==> config.mk <==
export PLATFORM = sky130hd
export DESIGN_NAME = vid_pattern_gen
export DESIGN_NICKNAME = d
export VERILOG_FILES = /design/src/rtl/vpg_pkg.sv /design/src/rtl/vpg_wb_regs.sv /design/src/rtl/vpg_timing.sv /design/src/rtl/vpg_stripe.sv /design/src/rtl/vid_pattern_gen.sv
export SDC_FILE = /design/constraint.sdc
export NUM_CORES = 1
export LEC_CHECK = 0
export ABC_AREA = 0
export CAP_MARGIN = 20
export CORE_MARGIN = 4
export CORE_UTILIZATION = 65
export CTS_BUF_LIST = sky130_fd_sc_hd__clkbuf_8
export CTS_CLUSTER_SIZE = 24
export DETAILED_ROUTE_END_ITERATION = 8
export DONT_BUFFER_PORTS = 1
export GPL_ROUTABILITY_DRIVEN = 0
export GPL_TIMING_DRIVEN = 0
export PLACE_DENSITY = 0.81
export SETUP_SLACK_MARGIN = 0.15
export SLEW_MARGIN = 20
export SYNTH_ARGS = -nofsm -noshare
export SYNTH_HDL_FRONTEND = slang
export SYNTH_SLANG_ARGS = --single-unit
==> constraint.sdc <==
create_clock -name clk_i -period 14.64 [get_ports clk_i]
set_input_delay 1.464 -clock clk_i [delete_from_list [all_inputs] [get_ports clk_i]]
set_output_delay 1.464 -clock clk_i [all_outputs]
set_load 0.01 [all_outputs]
==> src/rtl/vpg_pkg.sv <==
package vpg_pkg;
  localparam int CW = 16;  // coordinate field width
  localparam int PW = 24;  // pixel colour width

  localparam logic [2:0] ADR_CTRL  = 3'd0;
  localparam logic [2:0] ADR_XWIN  = 3'd1;
  localparam logic [2:0] ADR_YWIN  = 3'd2;
  localparam logic [2:0] ADR_WIDTH = 3'd3;
  localparam logic [2:0] ADR_STEP  = 3'd4;
  localparam logic [2:0] ADR_BASE  = 3'd5;

  typedef enum logic [1:0] {
    KIND_HLINES = 2'd0,
    KIND_VCOLS  = 2'd1,
    KIND_CHECK  = 2'd2,
    KIND_CHECK2 = 2'd3
  } vpg_kind_e;

  typedef struct packed {
    logic          enable;
    vpg_kind_e     kind;
    logic [CW-1:0] x0;
    logic [CW-1:0] x1;
    logic [CW-1:0] y0;
    logic [CW-1:0] y1;
    logic [CW-1:0] width;
    logic [PW-1:0] step;
    logic [PW-1:0] base;
  } vpg_cfg_t;

  function automatic logic [PW-1:0] rgb_add(input logic [PW-1:0] a, input logic [PW-1:0] b);
    logic [PW-1:0] s;
    for (int c = 0; c < 3; c++) s[c*8 +: 8] = a[c*8 +: 8] + b[c*8 +: 8];
    return s;
  endfunction
endpackage

==> src/rtl/vpg_wb_regs.sv <==
module vpg_wb_regs
  import vpg_pkg::*;
(
  input  logic        clk_i,
  input  logic        rst_ni,
  input  logic        wb_cyc_i,
  input  logic        wb_stb_i,
  input  logic        wb_we_i,
  input  logic [2:0]  wb_adr_i,
  input  logic [31:0] wb_dat_i,
  output logic        wb_ack_o,
  output logic [31:0] wb_dat_o,
  output vpg_cfg_t    cfg_o,
  output logic        reg_valid_o
);
  logic          ack_q, busy_q;
  logic [2:0]    ctrl_q;
  logic [31:0]   xwin_q, ywin_q;
  logic [CW-1:0] width_q;
  logic [PW-1:0] step_q, base_q;
  logic          wr_en;

  assign wr_en = wb_cyc_i && wb_stb_i && wb_we_i && !ack_q;

  always_ff @(posedge clk_i or negedge rst_ni) begin
    if (!rst_ni) begin
      ack_q   <= 1'b0;
      busy_q  <= 1'b0;
      ctrl_q  <= '0;
      xwin_q  <= '0;
      ywin_q  <= '0;
      width_q <= '0;
      step_q  <= '0;
      base_q  <= '0;
    end else begin
      ack_q  <= wb_cyc_i && wb_stb_i && !ack_q;
      // busy spans the rest of any bus cycle that wrote
      busy_q <= wb_cyc_i ? (busy_q || (wb_stb_i && wb_we_i)) : 1'b0;
      if (wr_en) begin
        unique case (wb_adr_i)
          ADR_CTRL:  ctrl_q  <= wb_dat_i[2:0];
          ADR_XWIN:  xwin_q  <= wb_dat_i;
          ADR_YWIN:  ywin_q  <= wb_dat_i;
          ADR_WIDTH: width_q <= wb_dat_i[CW-1:0];
          ADR_STEP:  step_q  <= wb_dat_i[PW-1:0];
          ADR_BASE:  base_q  <= wb_dat_i[PW-1:0];
          default: ;
        endcase
      end
    end
  end

  always_comb begin
    wb_dat_o = '0;
    unique case (wb_adr_i)
      ADR_CTRL:  wb_dat_o = {29'd0, ctrl_q};
      ADR_XWIN:  wb_dat_o = xwin_q;
      ADR_YWIN:  wb_dat_o = ywin_q;
      ADR_WIDTH: wb_dat_o = {16'd0, width_q};
      ADR_STEP:  wb_dat_o = {8'd0, step_q};
      ADR_BASE:  wb_dat_o = {8'd0, base_q};
      default:   wb_dat_o = '0;
    endcase
  end

  assign wb_ack_o    = ack_q;
  assign reg_valid_o = !busy_q && !(wb_cyc_i && wb_stb_i && wb_we_i);

  always_comb begin
    cfg_o        = '0;
    cfg_o.enable = ctrl_q[0];
    cfg_o.kind   = vpg_kind_e'(ctrl_q[2:1]);
    cfg_o.x0     = xwin_q[15:0];
    cfg_o.x1     = xwin_q[31:16];
    cfg_o.y0     = ywin_q[15:0];
    cfg_o.y1     = ywin_q[31:16];
    cfg_o.width  = width_q;
    cfg_o.step   = step_q;
    cfg_o.base   = base_q;
  end

  AST_ACK_SINGLE: assert property (@(posedge clk_i) disable iff (!rst_ni)
    wb_ack_o |=> !wb_ack_o);
  AST_VALID_HELD_IN_CYCLE: assert property (@(posedge clk_i) disable iff (!rst_ni)
    (wb_cyc_i && $past(wb_cyc_i) && $past(wb_stb_i && wb_we_i)) |-> !reg_valid_o);
endmodule

==> src/rtl/vpg_timing.sv <==
module vpg_timing #(
  parameter int H_ACTIVE = 1024,
  parameter int H_FP     = 24,
  parameter int H_SYNC   = 136,
  parameter int H_BP     = 160,
  parameter int V_ACTIVE = 768,
  parameter int V_FP     = 3,
  parameter int V_SYNC   = 6,
  parameter int V_BP     = 29,
  localparam int H_TOTAL = H_ACTIVE + H_FP + H_SYNC + H_BP,
  localparam int V_TOTAL = V_ACTIVE + V_FP + V_SYNC + V_BP,
  localparam int HW      = $clog2(H_TOTAL),
  localparam int VW      = $clog2(V_TOTAL)
) (
  input  logic          clk_i,
  input  logic          rst_ni,
  output logic [HW-1:0] h_o,
  output logic [VW-1:0] v_o,
  output logic [HW-1:0] h_nxt_o,
  output logic [VW-1:0] v_nxt_o,
  output logic          line_wrap_o,
  output logic          frame_req_o,
  output logic          active_o,
  output logic          hsync_n_o,
  output logic          vsync_n_o
);
  localparam logic [HW-1:0] H_LAST = HW'(H_TOTAL - 1);
  localparam logic [VW-1:0] V_LAST = VW'(V_TOTAL - 1);
  localparam logic [HW-1:0] H_ACT  = HW'(H_ACTIVE);
  localparam logic [VW-1:0] V_ACT  = VW'(V_ACTIVE);
  localparam logic [HW-1:0] HS_BEG = HW'(H_ACTIVE + H_FP);
  localparam logic [HW-1:0] HS_END = HW'(H_ACTIVE + H_FP + H_SYNC);
  localparam logic [VW-1:0] VS_BEG = VW'(V_ACTIVE + V_FP);
  localparam logic [VW-1:0] VS_END = VW'(V_ACTIVE + V_FP + V_SYNC);

  logic [HW-1:0] h_q;
  logic [VW-1:0] v_q;
  logic          h_last, v_last;

  assign h_last      = (h_q == H_LAST);
  assign v_last      = (v_q == V_LAST);
  assign h_nxt_o     = h_last ? '0 : h_q + 1'b1;
  assign v_nxt_o     = h_last ? (v_last ? '0 : v_q + 1'b1) : v_q;
  assign line_wrap_o = h_last;
  assign frame_req_o = h_last && v_last;
  assign h_o         = h_q;
  assign v_o         = v_q;
  assign active_o    = (h_q < H_ACT) && (v_q < V_ACT);
  assign hsync_n_o   = !((h_q >= HS_BEG) && (h_q < HS_END));
  assign vsync_n_o   = !((v_q >= VS_BEG) && (v_q < VS_END));

  always_ff @(posedge clk_i or negedge rst_ni) begin
    if (!rst_ni) begin
      h_q <= '0;
      v_q <= '0;
    end else begin
      h_q <= h_nxt_o;
      v_q <= v_nxt_o;
    end
  end

  AST_FRAME_WRAP: assert property (@(posedge clk_i) disable iff (!rst_ni)
    frame_req_o |=> (h_o == '0 && v_o == '0));
endmodule

==> src/rtl/vpg_stripe.sv <==
module vpg_stripe
  import vpg_pkg::*;
(
  input  logic          clk_i,
  input  logic          rst_ni,
  input  logic          adv_i,
  input  logic [CW-1:0] pos_nxt_i,
  input  logic [CW-1:0] origin_i,
  input  logic [CW-1:0] width_i,
  input  logic [PW-1:0] base_i,
  input  logic [PW-1:0] step_i,
  output logic [PW-1:0] col_o,
  output logic          par_o
);
  logic [CW-1:0] cnt_q, w_last;
  logic [PW-1:0] col_q;
  logic          par_q;

  assign w_last = (width_i == '0) ? '0 : width_i - 1'b1;

  always_ff @(posedge clk_i or negedge rst_ni) begin
    if (!rst_ni) begin
      cnt_q <= '0;
      col_q <= '0;
      par_q <= 1'b0;
    end else if (adv_i) begin
      if (pos_nxt_i <= origin_i) begin
        // before or at the window origin: hold the first stripe
        cnt_q <= '0;
        col_q <= base_i;
        par_q <= 1'b0;
      end else if (cnt_q >= w_last) begin
        cnt_q <= '0;
        col_q <= rgb_add(col_q, step_i);
        par_q <= !par_q;
      end else begin
        cnt_q <= cnt_q + 1'b1;
      end
    end
  end

  assign col_o = col_q;
  assign par_o = par_q;

  AST_STRIPE_RESTART: assert property (@(posedge clk_i) disable iff (!rst_ni)
    (adv_i && (pos_nxt_i <= origin_i)) |=> (cnt_q == '0 && !par_q));
endmodule

==> src/rtl/vid_pattern_gen.sv <==
module vid_pattern_gen
  import vpg_pkg::*;
#(
  parameter int H_ACTIVE = 1024,
  parameter int H_FP     = 24,
  parameter int H_SYNC   = 136,
  parameter int H_BP     = 160,
  parameter int V_ACTIVE = 768,
  parameter int V_FP     = 3,
  parameter int V_SYNC   = 6,
  parameter int V_BP     = 29
) (
  input  logic        clk_i,
  input  logic        rst_ni,
  input  logic        wb_cyc_i,
  input  logic        wb_stb_i,
  input  logic        wb_we_i,
  input  logic [2:0]  wb_adr_i,
  input  logic [31:0] wb_dat_i,
  output logic        wb_ack_o,
  output logic [31:0] wb_dat_o,
  output logic [23:0] rgb_o,
  output logic        hsync_o,
  output logic        vsync_o,
  output logic        blank_o
);
  localparam int H_TOTAL = H_ACTIVE + H_FP + H_SYNC + H_BP;
  localparam int V_TOTAL = V_ACTIVE + V_FP + V_SYNC + V_BP;
  localparam int HW      = $clog2(H_TOTAL);
  localparam int VW      = $clog2(V_TOTAL);

  vpg_cfg_t      cfg_bus, cfg_nxt, shadow_q;
  logic          reg_valid, frame_req, line_wrap, active, hs_n, vs_n;
  logic [HW-1:0] h, h_nxt;
  logic [VW-1:0] v, v_nxt;
  logic [PW-1:0] s_col [2];
  logic          s_par [2];
  logic [CW-1:0] hx, vy;
  logic          in_win;
  logic [PW-1:0] pix;

  vpg_wb_regs u_regs (
    .clk_i, .rst_ni, .wb_cyc_i, .wb_stb_i, .wb_we_i, .wb_adr_i, .wb_dat_i,
    .wb_ack_o, .wb_dat_o, .cfg_o(cfg_bus), .reg_valid_o(reg_valid)
  );

  vpg_timing #(
    .H_ACTIVE(H_ACTIVE), .H_FP(H_FP), .H_SYNC(H_SYNC), .H_BP(H_BP),
    .V_ACTIVE(V_ACTIVE), .V_FP(V_FP), .V_SYNC(V_SYNC), .V_BP(V_BP)
  ) u_timing (
    .clk_i, .rst_ni, .h_o(h), .v_o(v), .h_nxt_o(h_nxt), .v_nxt_o(v_nxt),
    .line_wrap_o(line_wrap), .frame_req_o(frame_req), .active_o(active),
    .hsync_n_o(hs_n), .vsync_n_o(vs_n)
  );

  // settings for the frame that begins after this edge
  assign cfg_nxt = (frame_req && reg_valid) ? cfg_bus : shadow_q;

  always_ff @(posedge clk_i or negedge rst_ni) begin
    if (!rst_ni) shadow_q <= '0;
    else         shadow_q <= cfg_nxt;
  end

  for (genvar ax = 0; ax < 2; ax++) begin : g_axis
    vpg_stripe u_stripe (
      .clk_i, .rst_ni,
      .adv_i     ((ax == 0) ? 1'b1 : line_wrap),
      .pos_nxt_i ((ax == 0) ? CW'(h_nxt) : CW'(v_nxt)),
      .origin_i  ((ax == 0) ? cfg_nxt.x0 : cfg_nxt.y0),
      .width_i   (cfg_nxt.width),
      .base_i    (cfg_nxt.base),
      .step_i    (cfg_nxt.step),
      .col_o     (s_col[ax]),
      .par_o     (s_par[ax])
    );
  end

  assign hx     = CW'(h);
  assign vy     = CW'(v);
  assign in_win = (hx >= shadow_q.x0) && (hx < shadow_q.x1) &&
                  (vy >= shadow_q.y0) && (vy < shadow_q.y1);

  always_comb begin
    unique case (shadow_q.kind)
      KIND_HLINES: pix = s_col[1];
      KIND_VCOLS:  pix = s_col[0];
      default:     pix = (s_par[0] ^ s_par[1]) ? rgb_add(shadow_q.base, shadow_q.step)
                                               : shadow_q.base;
    endcase
  end

  always_ff @(posedge clk_i or negedge rst_ni) begin
    if (!rst_ni) begin
      rgb_o   <= '0;
      hsync_o <= 1'b1;
      vsync_o <= 1'b1;
      blank_o <= 1'b1;
    end else begin
      rgb_o   <= (active && shadow_q.enable && in_win) ? pix : '0;
      hsync_o <= hs_n;
      vsync_o <= vs_n;
      blank_o <= !active;
    end
  end

  AST_BLANK_BLACK: assert property (@(posedge clk_i) disable iff (!rst_ni)
    blank_o |-> (rgb_o == '0));
  AST_HSYNC_IN_BLANK: assert property (@(posedge clk_i) disable iff (!rst_ni)
    !hsync_o |-> blank_o);
  AST_SHADOW_HOLD: assert property (@(posedge clk_i) disable iff (!rst_ni)
    !frame_req |=> $stable(shadow_q));
  AST_SHADOW_LOAD: assert property (@(posedge clk_i) disable iff (!rst_ni)
    (frame_req && reg_valid) |=> (shadow_q == $past(cfg_bus)));
endmodule

==> run metrics, run 1 <==
# port buffers=0; dominant synthesized flop cell=dfrtp_1; post-synthesis cell type count=68; Rows=between 60 and 70; combinational family with the most area after synthesis=simple AND/OR/NAND/NOR gates; final setup fails=0; number of global-route vias before repair=about 19k; multiplexer share of the synthesized area=0.128; final worst path period need=about 8400 ps; later-pin clock latency in the skew report=650 ps; ys async rst share=1.00; GR Util met2=0.543; Worst path most repeated cell=clkbuf_1; clock network fraction of design power=0.427; DRT antenna net count=0; largest net degree at the start of global routing=~400; Core Region=between 30000 and 40000 um2; compound-cell area share of the yosys netlist=0.115; Leak Pwr=about 12 nW; Int Pwr=1.78 mW; Yosys top cell by area=dfrtp_1; Post-Synthesis Cells=2266; hold buffers post-CTS=0; combinational share of power=0.063; Die ar.=between 30000 and 40000 um2; nets=2554; relative slew slack=0.165; met1 Resource Use GR=0.455; post_cts resized=0; crit path max fanout=10; fmax=approximately 120 MHz; Tot Pwr=2.41 mW; met3 usage=0.108; Via Count=approximately 18k; CP max stage delay=between 900 and 1000 ps; Max Cap Viol=0; flops & latches, synth=between 300 and 400; die extent in x=195 um; antenna violations before repair=1; largest cells by area after synthesis=dfrtp_1 43%, ha_1 9.1%, mux2_2 8.1%; clock root buffer=clkbuf_8; unrepaired setup endpoints after global routing=false; worst-margin pin slew=~1300 ps; area of the multi-input gates=around 12000 um2; worst vdd ir=around 0.094 mV; pwr/cell area=just under 100 nW/um2; CP delay by family, top=buffers and inverters; I/O pins=100; first-pass GRT wire length=104000 um; Avg Cell Area, Syn=between 9 and 10 um2; Final Slew Violations=0; post-route clock period utilization=0.574; Fill cells=roughly 2.5k; Reg clk slew, reported paths=about 60 ps; Adder-Cell Fraction of Synth Area=0.0991; CP Buf/Inv Count=5; DR iter-0 viols=approximately 1.9k; share of cells above drive strength 1=0.136; status=finished, final reports clean; Avg WL per Cell=23.8 um; Mapped Nets=around 2.5k; crit-path cells=a31o_2, nor4_2, nand2_1, buf_2, buf_1, clkbuf_1, nand2_1, and2_1, ha_1, o221ai_1, or2_2, a21oi_1, mux2i_1, ha_1, nand4_1, a211oi_1, a31o_2, clkbuf_1, clkbuf_1, nand3_1, a31oi_1; post-synth top area share=0.432; Critical Path AT=8970 ps; CP Data Required Time=roughly 15000 ps; TritonRoute pass-1 iters=6; Post-Synth Simple-Gate Area=0.148; post-layout util=0.714; Remaining DRCs=0; CTS tree=built; Die Y=about 200 um; flip-flop and latch area=9860 um2; final WL=67600 um; Final Skew=23.3 ps; sw frac=0.260; DPL Wire Length=just under 50000 um; XOR/XNOR Fraction of Synth Area=0.0340; Mapped Area=22600 um2; Initial Utilization=0.657; via density per instance=6.50; CP Class=input port to register; Final Hold Fails=0; layer with the highest usage=met2; diode count=0; sequential share of the synthesized area=0.436; # Post-CTS Setup Buffers=0; Post-synth EDFFs=0; sw power=around 0.63 mW; Clock Path Buffers=3; Sink Count=394; Total GRT Usage=0.353; worst min path class=register to register; number of buffers created by CTS=between 60 and 70; Syn. warnings=0; Reg power frac=0.510; Setup TNS Final=0 ps; total grt overflow=0; Worst setup SP type=input port; Area Growth Syn to Fin=8.71%; Critical Path Sink Type=register; Crit-path slowest cell=nor4_2; H-tree depth=3
==> cell families after synthesis <==
logic type / after synthesis
DFF: 394
muxes: 267
xor gates and xnor gates: 88
and+or+nand+nor: 726
AOI/OAI and AO/OA: 386
adders and majority gates: 174
buffers and inverters: 231
==> metrics by stage <==
step	instances	setup WS (ps)	instance area (um2)	hold slack [ps]
after floorplan	2266	8370	22600	430
after global placement	2721	5990	23200	443
after detailed placement	2724	6160	23300	454
after CTS	2845	6710	24600	469
after global routing	2845	6300	24600	489
final	2845	6240	24600	470
==> final cells by class <==
class,instances,share of cell area
buffer,103,0.0173
clock buffer,80,0.0447
clock inverter,41,0.0104
inverter,128,0.0195
multi-input combinational,1641,0.483
sequential,394,0.401
tap,455,0.0231
timing repair buffer,3,0.00112
==> worst reg2reg max path, cell delays in order, from the launching register on <==
cell      delay (ps)
dfrtp_1          440
ha_1             250
and4_1           260
and4_1           230
clkbuf_1         190
nand2_1          220
buf_2            450
buf_1            850
clkbuf_1         720
nand2_1          150
and2_1           210
ha_1             180
and4b_1          230
nand2_1          150
clkbuf_1         360
nand3_1          240
ha_1             380
a21o_1           120
a21o_1           110
a21oi_1           60
o21ai_0          310
a31o_2           200
clkbuf_1         520
clkbuf_1         810
nand3_1          290
a31oi_1          240
==> registers in the layout, indices dropped and copies added, names as in the netlist, 16 cells and up, named ones only <==
signal                 flops
g_axis.u_stripe.col_o     48
rgb_o                     24
g_axis.u_stripe.cnt_q     32
u_regs.step_q             24
u_regs.xwin_q             32
shadow_q                 130
u_regs.ywin_q             32
u_regs.width_q            16
u_regs.base_q             24
==> synthesized netlist by cell type (4+ instances only) <==
cell       count
xor2_1        30
ha_1         165
a21boi_0       4
o21a_1        18
mux2i_1      101
a21o_1        26
o22ai_1       24
buf_2         21
a2111oi_0     10
nor2b_1       33
nor2_1       140
and3_1        15
a21oi_1       89
a31oi_1        7
a22o_1         6
clkbuf_1      60
a2111oi_2     16
inv_1        128
nor4_1        10
fa_1           9
o41ai_1        6
o211ai_1      14
nand2b_1      18
o21ai_0       79
nand4_1       15
a211oi_1      33
nand3b_1       4
and2_1        30
and4_1         6
a22oi_1       30
mux2_2       162
or4_1          6
buf_1         20
or3_1         10
nand3_1       42
nor3_1        45
nand2_1      332
dfrtp_1      391
xnor2_1       58
==> path summary, 6_finish.rpt <==
path	start	end	slack, ps	cells past startpoint
min in group asynchronous	rst_ni	g_axis[0].u_stripe.cnt_q[15]	530	0
worst max register to register	u_timing.h_o[1]	g_axis[0].u_stripe.col_o[22]	6430	25
worst min register to register	shadow_q[126]	shadow_q[126]	470	2
max in group asynchronous	rst_ni	g_axis[0].u_stripe.cnt_q[0]	13100	0
worst max-delay path	wb_we_i	g_axis[0].u_stripe.col_o[22]	6240	21
worst min-delay path	shadow_q[126]	shadow_q[126]	470	2
==> routing by layer <==
layer	up-vias	share of wire	wire length, um
li1	8101	-	-
met4	2	0.060	4040
met5	-	0.00025	17
met3	273	0.11	7440
met2	975	0.44	30100
met1	9137	0.39	26100
==> layout by cell type (no fill, tap or decap), types with 17 or more instances in the layout <==
cell type and n:
dfrtp_1 391, nand2_1 332, ha_1 165, mux2_2 162, inv_1 151, nor2_1 140
mux2i_1 101, a21oi_1 89, clkbuf_8 80, o21ai_0 78, clkbuf_1 59, xnor2_1 58
nor3_1 45, nand3_1 42, nor2b_1 33, a211oi_1 32, and2_1 30, a22oi_1 30
xor2_1 30, a21o_1 26, o22ai_1 24, buf_2 22, buf_1 20, nand2b_1 18
o21a_1 18, a2111oi_2 17
==> power by group through the flow <==
stage / logic [mW] / clock network [mW] / registers [mW]
4_1_cts: 0.150 / 1.03 / 1.22
6_report: 0.152 / 1.03 / 1.23
3_3_place_gp: 0.143 / 0 / 1.24
3_5_place_dp: 0.148 / 0 / 1.24
2_1_floorplan: 0.119 / 0 / 1.22
5_1_grt: 0.163 / 1.08 / 1.23
(Power assumes the default switching activity.)
==> run 2, diff against run 1 <==
Settings changed: ABC_AREA 0 to 1.
Clock period 14.64 ns to 8.3 ns, I/O delays scaled along.
==> run metrics, run 2 <==
status=complete, but fails checks; failing checks=negative hold slack; Reg clk slew, reported paths=60 ps (about the same); # port buffers=0 (unchanged); number of global-route vias before repair=21.0k (+11%); Total GRT Usage=0.370 (+0.0166); H-tree depth=3 (unchanged); post-synth top area share=0.426 (-0.00587); Mapped Nets=3133 (+26%); largest net degree at the start of global routing=395 (unchanged); nets=3204 (+25%); first-pass GRT wire length=112000 um (+7.1%); worst min path class=input port to asynchronous set/reset pin; Die ar.=38400 um2 (+1.3%); Crit-path slowest cell=clkbuf_1; leading cell types in the layout, fill and taps excluded=870 x nand2_1, 411 x inv_1, 391 x dfrtp_1; crit path max fanout=10 (unchanged); post_cts resized=0 (unchanged); DR iter-0 viols=2617 (+39%); I/O pins=100 (unchanged); worst-margin pin slew=1330 ps (+75.4 ps); CP Data Required Time=8830 ps (-6380 ps); Critical Path AT=6120 ps (-2850 ps); Critical Path Sink Type=register; DPL Wire Length=52900 um (+7.5%); number of buffers created by CTS=69 (unchanged); fmax=between 150 and 200 MHz; Syn. warnings=0 (unchanged); Mapped Area=23000 um2 (+1.4%); dominant synthesized flop cell=dfrtp_1; pwr/cell area=171 nW/um2 (+75%); clock root buffer=clkbuf_8; Fill cells=2638 (+5.5%); CP max stage delay=650 ps (-260 ps); CTS tree=built; Rows=68 (unchanged); Setup TNS Final=0 ps (unchanged); total grt overflow=0 (unchanged); Avg Cell Area, Syn=7.86 um2 (-21%); number of flip-flops in the largest register=130 (unchanged); Final Hold Fails=92 (+92); final setup fails=0 (unchanged); sequential share of the synthesized area=0.430 (-0.00591); largest cells by area after synthesis=dfrtp_1 43%, nand2_1 14%, ha_1 9.0%; later-pin clock latency in the skew report=660 ps (about the same); Synth top cells by count=870 x nand2_1, 392 x inv_1, 391 x dfrtp_1, 278 x o21ai_0, 165 x ha_1; Core Region=34700 um2 (+0.74%); CP Class=register to register; Worst path most repeated cell=nand2_1; worst setup margin=2710 ps (-3530 ps); unrepaired setup endpoints after global routing=false; Via Count=21.4k (+16%); final cell area excluding filler cells=25000 um2 (+1.6%); Worst setup SP type=register; die extent in x=196 um (+0.66%); Area after DPL=23500 um2 (+1.1%); Area Growth Syn to Fin=8.91%; relative slew slack=0.115 (-0.0503); Initial Utilization=0.661 (+0.00414); worst slack, placed=2830 ps (-3330 ps); area of the multi-input gates=11100 um2 (-6.9%); DRT antenna net count=0 (unchanged); ys async rst share=1.00 (unchanged); final worst path period need=roughly 5600 ps; WHS=-99.7 ps (-570 ps); Final Skew=43.0 ps (+19.7 ps); Die Y=196 um (+0.66%); Reg with most FFs=shadow_q; Max Cap Viol=0 (unchanged); TritonRoute pass-1 iters=6 (unchanged); Clock Path Buffers=3 (unchanged); Final Slew Violations=0 (unchanged); Sink Count=394 (unchanged); post-route clock period utilization=0.674; count leader, synth=nand2_1; Yosys top cell by area=dfrtp_1; Post-Synthesis Cells=2919 (+29%); Leak Pwr=12.9 nW (+6.6%); Avg WL per Cell=20.4 um (-14%); flops & latches, synth=394 (unchanged); Post-synth EDFFs=0 (unchanged); post-synthesis cell type count=55 (-19%); share of cells above drive strength 1=0.0739 (-0.0616); via density per instance=6.12 (-5.9%); Remaining DRCs=0 (unchanged); antenna violations before repair=3 (+2); commonest non-fill, non-tap cell in the layout=nand2_1; final WL=71600 um (+5.8%); worst vdd ir=0.145 mV (+54%); flip-flop and latch area=9860 um2 (unchanged)
==> run 2: changes by cell type in the layout (fill, tap and decap cells not counted), moves of 33 or more <==
| cell | delta |
|---|---|
| nand2_1 | +538 |
| inv_1 | +260 |
| o21ai_0 | +200 |
| mux2_2 | -162 |
| mux2i_1 | -101 |
| nand3_1 | +83 |
| xnor2_1 | -38 |
| nor2b_1 | -33 |
==> run 2: where the power goes <==
part           switching (mW)  internal [mW]
Sequential             0.0868           2.03
Combinational           0.167         0.0711
Clock                   0.886           1.04
==> run 2: cell families (layout without fill, tap and decap cells) <==
family                   after synthesis  in the layout  synth area share
flip-flops                           394            394             0.430
AO/OA/AOI/OAI                        521            521             0.127
other                                  0              4                 0
adder cells (fa/ha/maj)              174            174            0.0978
XOR/XNOR                              59             59            0.0225
AND/OR/NAND/NOR                     1265           1265             0.235
buffers and inverters                506            630            0.0880
==> run 2: area by class of cell <==
cell class	instances	area share
Antenna cell	4	0.000400
Tap cell	455	0.0228
Inverter	406	0.0611
Clock buffer	85	0.0468
Sequential cell	394	0.395
Multi-Input combinational cell	2019	0.443
Buffer	100	0.0197
Clock inverter	39	0.0118
==> run 2: critical path: cells and delay by family, from the launching register on <==
kind	cells	cell delay (ps)
compound gates	3	380
fa+ha+maj	2	530
buf+inv	7	2120
flops	1	430
simple gates	16	2010
==> run 2: stage by stage <==
stage                     power (mW)  utilization  cells
after floorplan                 2.28            -   2919
after global placement          2.36        0.678   3374
after detailed placement        2.38        0.678   3374
after CTS                       4.27        0.720   3498
after global routing            4.41        0.720   3500
final                           4.28        0.720   3502
==> run 2: final timing paths <==
check,slack (ps),endpoint,start,cells after the start
setup / recovery,2710,g_axis[1].u_stripe.col_o[17],u_timing.h_o[1],28
max in group asynchronous,7330,g_axis[1].u_stripe.col_o[20],rst_ni,0
hold / removal,-100,u_regs.xwin_q[31],rst_ni,0
hold reg to reg,490,u_regs.ywin_q[26],u_regs.ywin_q[26],2
setup reg to reg,2710,g_axis[1].u_stripe.col_o[17],u_timing.h_o[1],28
min in group clk_i,290,u_regs.busy_q,wb_cyc_i,2
==> run 2: metal layers <==
layer | global-route usage | share of wire | vias to the layer above
met1 | 0.487 | 0.38 | 10113
met2 | 0.568 | 0.44 | 1374
met4 | 0.190 | 0.058 | 2
li1 | - | - | 9627
met5 | 0 | 0.00015 | -
met3 | 0.0979 | 0.12 | 305
==> run 2: what timing repair did <==
action,4_1_cts,5_1_grt
setup endpoints to repair,0,0
endpoints found under the hold margin,391,385
setup buffers,0,0
